### src/rtl/pdl_pkg.sv
package pdl_pkg;

    // Position of the next accepted sample inside its pair.
    typedef enum logic {
        PH_FIRST  = 1'b0,
        PH_SECOND = 1'b1
    } pair_phase_e;

    // Shortest delay the paired read timing supports.
    localparam int unsigned MIN_LEN = 4;

    // Number of words between the word being written and the word to read.
    // An odd length reuses the even stream one below it and then adds the skew.
    function automatic int unsigned word_lag(int unsigned len);
        return (len / 2) - 1;
    endfunction

endpackage

### src/rtl/pdl_packer.sv
module pdl_packer
    import pdl_pkg::*;
#(
    parameter int unsigned DATA_W = 8
) (
    input  logic                       clk,
    input  logic                       rst,
    input  logic                       in_valid,
    input  logic [DATA_W-1:0]          in_sample,
    output pair_phase_e                phase,
    output logic                       wr_en,
    output logic [1:0][DATA_W-1:0]     wr_word
);

    logic [DATA_W-1:0] first_q;

    always_ff @(posedge clk) begin
        if (rst) begin
            phase   <= PH_FIRST;
            first_q <= '0;
        end else if (in_valid) begin
            if (phase == PH_FIRST) begin
                first_q <= in_sample;
                phase   <= PH_SECOND;
            end else begin
                phase   <= PH_FIRST;
            end
        end
    end

    // A word is complete only when the second sample of a pair arrives.
    assign wr_en      = in_valid && (phase == PH_SECOND);
    assign wr_word[0] = first_q;
    assign wr_word[1] = in_sample;

endmodule

### src/rtl/pdl_store.sv
module pdl_store #(
    parameter int unsigned DATA_W = 8,
    parameter int unsigned ADDR_W = 5
) (
    input  logic                       clk,
    input  logic                       rst,
    input  logic                       wr_en,
    input  logic [1:0][DATA_W-1:0]     wr_word,
    input  logic [ADDR_W-1:0]          rd_lag,
    output logic [1:0][DATA_W-1:0]     rd_word
);

    localparam int unsigned DEPTH = 1 << ADDR_W;

    logic [1:0][DATA_W-1:0] mem [DEPTH];
    logic [ADDR_W-1:0]      wptr_q;
    logic [ADDR_W-1:0]      raddr;

    always_ff @(posedge clk) begin
        if (wr_en) begin
            mem[wptr_q] <= wr_word;
        end
    end

    always_ff @(posedge clk) begin
        if (rst) begin
            wptr_q <= '0;
        end else if (wr_en) begin
            wptr_q <= wptr_q + 1'b1;
        end
    end

    // The read shares the write cycle; the word read was written earlier.
    assign raddr   = wptr_q - rd_lag;
    assign rd_word = mem[raddr];

endmodule

### src/rtl/pdl_unpacker.sv
module pdl_unpacker
    import pdl_pkg::*;
#(
    parameter int unsigned DATA_W = 8
) (
    input  logic                       clk,
    input  logic                       rst,
    input  logic                       in_valid,
    input  pair_phase_e                phase,
    input  logic                       load,
    input  logic [1:0][DATA_W-1:0]     rd_word,
    input  logic                       odd_len,
    input  logic                       emit,
    output logic                       out_valid,
    output logic [DATA_W-1:0]          out_sample
);

    logic [1:0][DATA_W-1:0] cur_q;
    logic [DATA_W-1:0]      skew_q;
    logic [DATA_W-1:0]      even_tap;

    // Low half on the first sample of a pair, high half on the second.
    assign even_tap = (phase == PH_FIRST) ? cur_q[0] : cur_q[1];

    always_ff @(posedge clk) begin
        if (rst) begin
            cur_q      <= '0;
            skew_q     <= '0;
            out_valid  <= 1'b0;
            out_sample <= '0;
        end else begin
            out_valid <= emit;
            if (in_valid) begin
                skew_q <= even_tap;
                if (load) begin
                    cur_q <= rd_word;
                end
                if (emit) begin
                    out_sample <= odd_len ? skew_q : even_tap;
                end
            end
        end
    end

endmodule

### src/rtl/pair_delay_line.sv
module pair_delay_line
    import pdl_pkg::*;
#(
    parameter  int unsigned DATA_W  = 8,
    parameter  int unsigned MAX_LEN = 64,
    localparam int unsigned LEN_W   = $clog2(MAX_LEN + 1),
    localparam int unsigned ADDR_W  = $clog2(MAX_LEN / 2)
) (
    input  logic               clk,
    input  logic               rst,
    input  logic               in_valid,
    input  logic [DATA_W-1:0]  in_sample,
    input  logic [LEN_W-1:0]   dly_len,
    output logic               out_valid,
    output logic [DATA_W-1:0]  out_sample
);

    pair_phase_e            phase;
    logic                   wr_en;
    logic [1:0][DATA_W-1:0] wr_word;
    logic [1:0][DATA_W-1:0] rd_word;
    logic [ADDR_W-1:0]      rd_lag;
    logic [LEN_W-1:0]       fill_q;
    logic                   emit;

    // Accepted-sample counter, saturating once any legal length is covered.
    always_ff @(posedge clk) begin
        if (rst) begin
            fill_q <= '0;
        end else if (in_valid && (fill_q < LEN_W'(MAX_LEN))) begin
            fill_q <= fill_q + 1'b1;
        end
    end

    assign emit   = in_valid && (fill_q >= dly_len);
    assign rd_lag = ADDR_W'(word_lag(32'(dly_len)));

    pdl_packer #(.DATA_W(DATA_W)) packer_i (
        .clk       (clk),
        .rst       (rst),
        .in_valid  (in_valid),
        .in_sample (in_sample),
        .phase     (phase),
        .wr_en     (wr_en),
        .wr_word   (wr_word)
    );

    pdl_store #(.DATA_W(DATA_W), .ADDR_W(ADDR_W)) store_i (
        .clk     (clk),
        .rst     (rst),
        .wr_en   (wr_en),
        .wr_word (wr_word),
        .rd_lag  (rd_lag),
        .rd_word (rd_word)
    );

    pdl_unpacker #(.DATA_W(DATA_W)) unpacker_i (
        .clk        (clk),
        .rst        (rst),
        .in_valid   (in_valid),
        .phase      (phase),
        .load       (wr_en),
        .rd_word    (rd_word),
        .odd_len    (dly_len[0]),
        .emit       (emit),
        .out_valid  (out_valid),
        .out_sample (out_sample)
    );

endmodule

### config.mk
export PLATFORM = sky130hd
export DESIGN_NAME = pair_delay_line
export DESIGN_NICKNAME = d
export VERILOG_FILES = /design/src/rtl/pdl_pkg.sv /design/src/rtl/pdl_packer.sv /design/src/rtl/pdl_store.sv /design/src/rtl/pdl_unpacker.sv /design/src/rtl/pair_delay_line.sv
export SDC_FILE = /design/constraint.sdc
export NUM_CORES = 1
export LEC_CHECK = 0
export BUFFER_PORTS_ARGS = -buffer_cell sky130_fd_sc_hd__buf_2
export CORE_ASPECT_RATIO = 1.2
export CORE_MARGIN = 2
export CORE_UTILIZATION = 63
export DETAILED_ROUTE_END_ITERATION = 8
export GPL_TIMING_DRIVEN = 0
export PLACE_DENSITY_LB_ADDON = 0.3
export SLEW_MARGIN = 10
export SYNTH_ARGS = -nofsm -noshare
export SYNTH_HDL_FRONTEND = slang
export SYNTH_HIERARCHICAL = 1
export SYNTH_SLANG_ARGS = --single-unit
export TNS_END_PERCENT = 1
### constraint.sdc
create_clock -name clk -period 3.65 [get_ports clk]
set_clock_uncertainty 0.05 [all_clocks]
set_input_delay 0.365 -clock clk [delete_from_list [all_inputs] [get_ports clk]]
set_output_delay 0.365 -clock clk [all_outputs]
set_load 0.02 [all_outputs]
==> results.py <==
metrics = {
    "setup_path": {
        "cp.required_ns": 4.04,
        "critPathArrivalTime_ns": 4.17,
        "reg2reg_depth": 13,
        "critical_path_class": "reg2reg",
        "regToRegSetupSlack_ns": -0.14,
        "timing.rr.start": "store_i/wptr_q[0]$_SDFFE_PP0P_",
        "r2r-end": "unpacker_i/cur_q[8]$_SDFFE_PP0P_",
        "cp_max_fo": 10,
        "worstSetupEndpointType": "flip-flop",
        "start_kind": "flip-flop",
    },
    "die": {
        "rows": 77,
        "pin_count": 27,
        "die_x_um": 181,
        "coreArea_um2": 36900,
        "die_height_um": 216,
        "initial_core_util_pct": 64.0,
        "die_area_um2": 39100,
    },
    "status": {
        "violations": "negative setup slack",
        "status": "finished, violations left",
    },
    "clocking": {
        "clockRootBuffer": "clkbuf_16",
        "cts_sinks": 566,
        "cts_tree": "yes",
        "cts_buffer_depth": 3,
        "numCtsBuffers": 51,
        "insertion_delay_ns": 0.58,
        "htreeDepth": 2,
        "clk_pin_slew_ns": 0.07,
    },
    "placed_design": {
        "routabilityCongestion": 0.934,
        "placedCellCount": 2140,
        "portBuffers": 26,
        "place_ws_ns": -0.952,
        "place_hpwl_um": 42700,
    },
    "timing": {
        "fmax_mhz": 264,
        "rsz0062_at_grt": "yes",
        "holdWs_ns": 0.0396,
        "fin_crit_sh_pct": 104,
        "worst_slack_ns": -0.137,
        "period_needed_ns": 3.79,
        "finalSetupViolCount": 7,
        "hold_violations": 0,
        "maxSlewViolCount": 0,
        "worst_pin_slew_ns": 0.948,
        "relSlewSlack_pct": 36.7,
    },
    "power_and_ir_drop": {
        "peakVddDrop_mv": 0.622,
        "power.net_switching_w": 0.00421,
        "p_seq_share_pct": 47.7,
        "pwr-share-clk_pct": 35.3,
        "power.internal_w": 0.0109,
        "powerDensity_nw_per_um2": 562,
        "swShare_pct": 27.9,
        "pwr-share-comb_pct": 17.0,
        "p_leak_nw": 8.49,
    },
    "synth": {
        "ys_types": 50,
        "synth_area_um2": 23600,
        "synthCells": 1612,
        "synth-seq-area-share_pct": 69.7,
        "avgSynthCellArea_um2": 14.7,
        "ys_warn_count": 6,
        "yosys_register_bits": 566,
        "syn_nets": 1648,
    },
    "global_route": {
        "grt_first_pass_wirelength_um": 94700,
        "track_usage_pct": 32.8,
        "top_usage_layer": "met2",
        "overflow": 0,
        "grt_use_met2_pct": 54.6,
        "grt_use_met1_pct": 40.9,
        "grt_start_max_net_pins": 34,
        "grtUsageMet3_pct": 5.63,
        "grt_pass1_vias": 15400,
        "antenna_found_initial": 1,
    },
    "worst_hold_path": {
        "hold_path.class": "in2reg",
        "min-delay-start": "in_sample[4]",
        "holdPathEnd": "packer_i/first_q[4]$_SDFFE_PP0P_",
        "holdPathStages": 3,
    },
    "final_layout": {
        "multiInputGateArea_um2": 6840,
        "fillCellCount": 2264,
        "drive_gt1_share_pct": 19.3,
        "utilization_pct": 72.8,
        "num_antenna_cells": 0,
        "register_area_um2": 16500,
        "area_delta_synth_final_pct": 13.7,
        "nets": 1754,
        "instances_no_fill": 2233,
    },
    "route": {
        "via_count": 15400,
        "dr.pass1.iters": 5,
        "viasPerCell": 6.92,
        "wl_um": 64500,
        "first_iter_violations": 1961,
        "drc": 0,
        "routedWlPerCell_um": 28.9,
        "antenna_left": 0,
    },
    "run": {
        "cap_violations": 0,
    },
}
==> layout by cell type, fill, tap and decap left out, types with 38 or more instances in the layout <==
cell type and count:
buf_2 59, clkbuf_1 51, clkbuf_16 55, nand2_1 50, mux2i_1 73, a2111oi_0 196, edfxtp_1 512, dfxtp_1 46
clkbuf_2 38, nor2b_1 241
==> final cells by class <==
class / instances / area share (%)
Sequential cell: 566 / 61.3
Inverter: 16 / 0.224
Timing Repair Buffer: 54 / 1.66
Clock inverter: 21 / 0.601
Buffer: 145 / 2.92
Multi-Input combinational cell: 884 / 25.5
Tap cell: 474 / 2.21
Clock buffer: 73 / 5.65
==> worst max-delay path, cell delays in order, from the launching register on <==
cell       delay [ns]
dfxtp_1          0.42
inv_1            0.11
ha_1             0.21
fa_1             0.50
buf_4            0.22
buf_4            0.25
buf_2            0.30
nor2b_1          0.08
a2111oi_1        0.64
nor4_2           0.18
mux2i_1          0.36
mux2i_1          0.16
nand2_1          0.09
a21oi_1          0.06
==> stage by stage <==
stage / power [W] / area, um^2 / setup TNS [ns]
6_report: 0.0151 / 26900 / -0.427
5_1_grt: 0.0154 / 26900 / -0.740
4_1_cts: 0.0149 / 26700 / -0.0658
3_5_place_dp: 0.00962 / 24800 / -10.48
3_3_place_gp: 0.00954 / 24300 / -73.66
2_1_floorplan: 0.00862 / 23600 / 0
==> sequential cells by signal, summed over array words and instances (netlist names) <==
name / count
packer_i/first_q: 8
unpacker_i/out_sample: 8
unpacker_i/out_valid: 1
unpacker_i/cur_q: 16
store_i/mem: 512
store_i/wptr_q: 5
unpacker_i/skew_q: 8
packer_i/phase: 1
fill_q: 7
==> power by group through the flow <==
stage                     sequential, W  combinational [W]  clock, W
after floorplan                 0.00729            0.00134         0
after global placement          0.00734            0.00221         0
after detailed placement        0.00733            0.00229         0
after CTS                       0.00719            0.00240   0.00536
after global routing            0.00720            0.00266   0.00558
final                           0.00720            0.00257   0.00533
==> metal layers <==
metal	routed length (um)	up-vias
met1	23000	7743
met2	32000	883
met4	4010	0
li1	-	6615
met3	5540	208
met5	0	-
==> how the worst max path moves through the flow <==
| stage | end | startpoint | cells after the start |
|---|---|---|---|
| final | unpacker_i/cur_q[8]$_SDFFE_PP0P_ | store_i/wptr_q[0]$_SDFFE_PP0P_ | 13 |
| after global routing | unpacker_i/cur_q[10]$_SDFFE_PP0P_ | store_i/wptr_q[0]$_SDFFE_PP0P_ | 13 |
| after CTS | unpacker_i/cur_q[7]$_SDFFE_PP0P_ | store_i/wptr_q[0]$_SDFFE_PP0P_ | 12 |
| after detailed placement | unpacker_i/cur_q[7]$_SDFFE_PP0P_ | dly_len[1] | 14 |
| after global placement | store_i/mem[3][7]$_DFFE_PP_ | in_valid | 6 |
| after floorplan | store_i/mem[3][0]$_DFFE_PP_ | in_valid | 5 |
==> what timing repair did <==
action | in CTS | in global routing
hold buffers | 0 | 0
setup endpoints to repair | 15 | 15
setup buffers | 0 | 0
resized for setup | 77 | 73
pin swaps | 10 | 7
==> logic make-up (layout without fill, tap and decap cells) <==
| logic type | after synthesis | after routing | synth area share (%) |
|---|---|---|---|
| simple gates | 481 | 481 | 11.9 |
| flops | 566 | 566 | 69.7 |
| fa+ha+maj | 18 | 18 | 0.985 |
| compound gates | 296 | 296 | 10.4 |
| mux | 74 | 74 | 3.14 |
| xor+xnor | 15 | 15 | 0.620 |
| buf+inv | 162 | 309 | 3.32 |
==> synthesized netlist by cell type, drive strengths merged <==
cell type | number | area, um^2
a2111oi | 241 | 2110
a211oi | 8 | 60.1
a21o | 1 | 7.51
a21oi | 22 | 110
a31oi | 9 | 56.3
and2 | 2 | 13.8
and2b | 1 | 10.0
and3 | 1 | 6.26
and4 | 3 | 27.5
buf | 59 | 383
clkbuf | 87 | 340
dfxtp | 54 | 1080
edfxtp | 512 | 15400
fa | 1 | 20.0
ha | 17 | 213
inv | 16 | 60.1
mux2 | 1 | 11.3
mux2i | 73 | 731
nand2 | 51 | 199
nand2b | 13 | 81.3
nand3 | 21 | 105
nand3b | 1 | 7.51
nand4 | 12 | 75.1
nand4bb | 8 | 90.1
nor2 | 40 | 150
nor2b | 241 | 1510
nor3 | 13 | 65.1
nor4 | 61 | 382
o21a | 1 | 7.51
o21ai | 12 | 90.1
o31ai | 1 | 7.51
o32ai | 1 | 8.76
or2 | 2 | 12.5
or3 | 10 | 65.1
or4 | 1 | 7.51
xnor2 | 9 | 86.3
xor2 | 6 | 60.1
No activity file was read; power rests on OpenSTA's default activity.
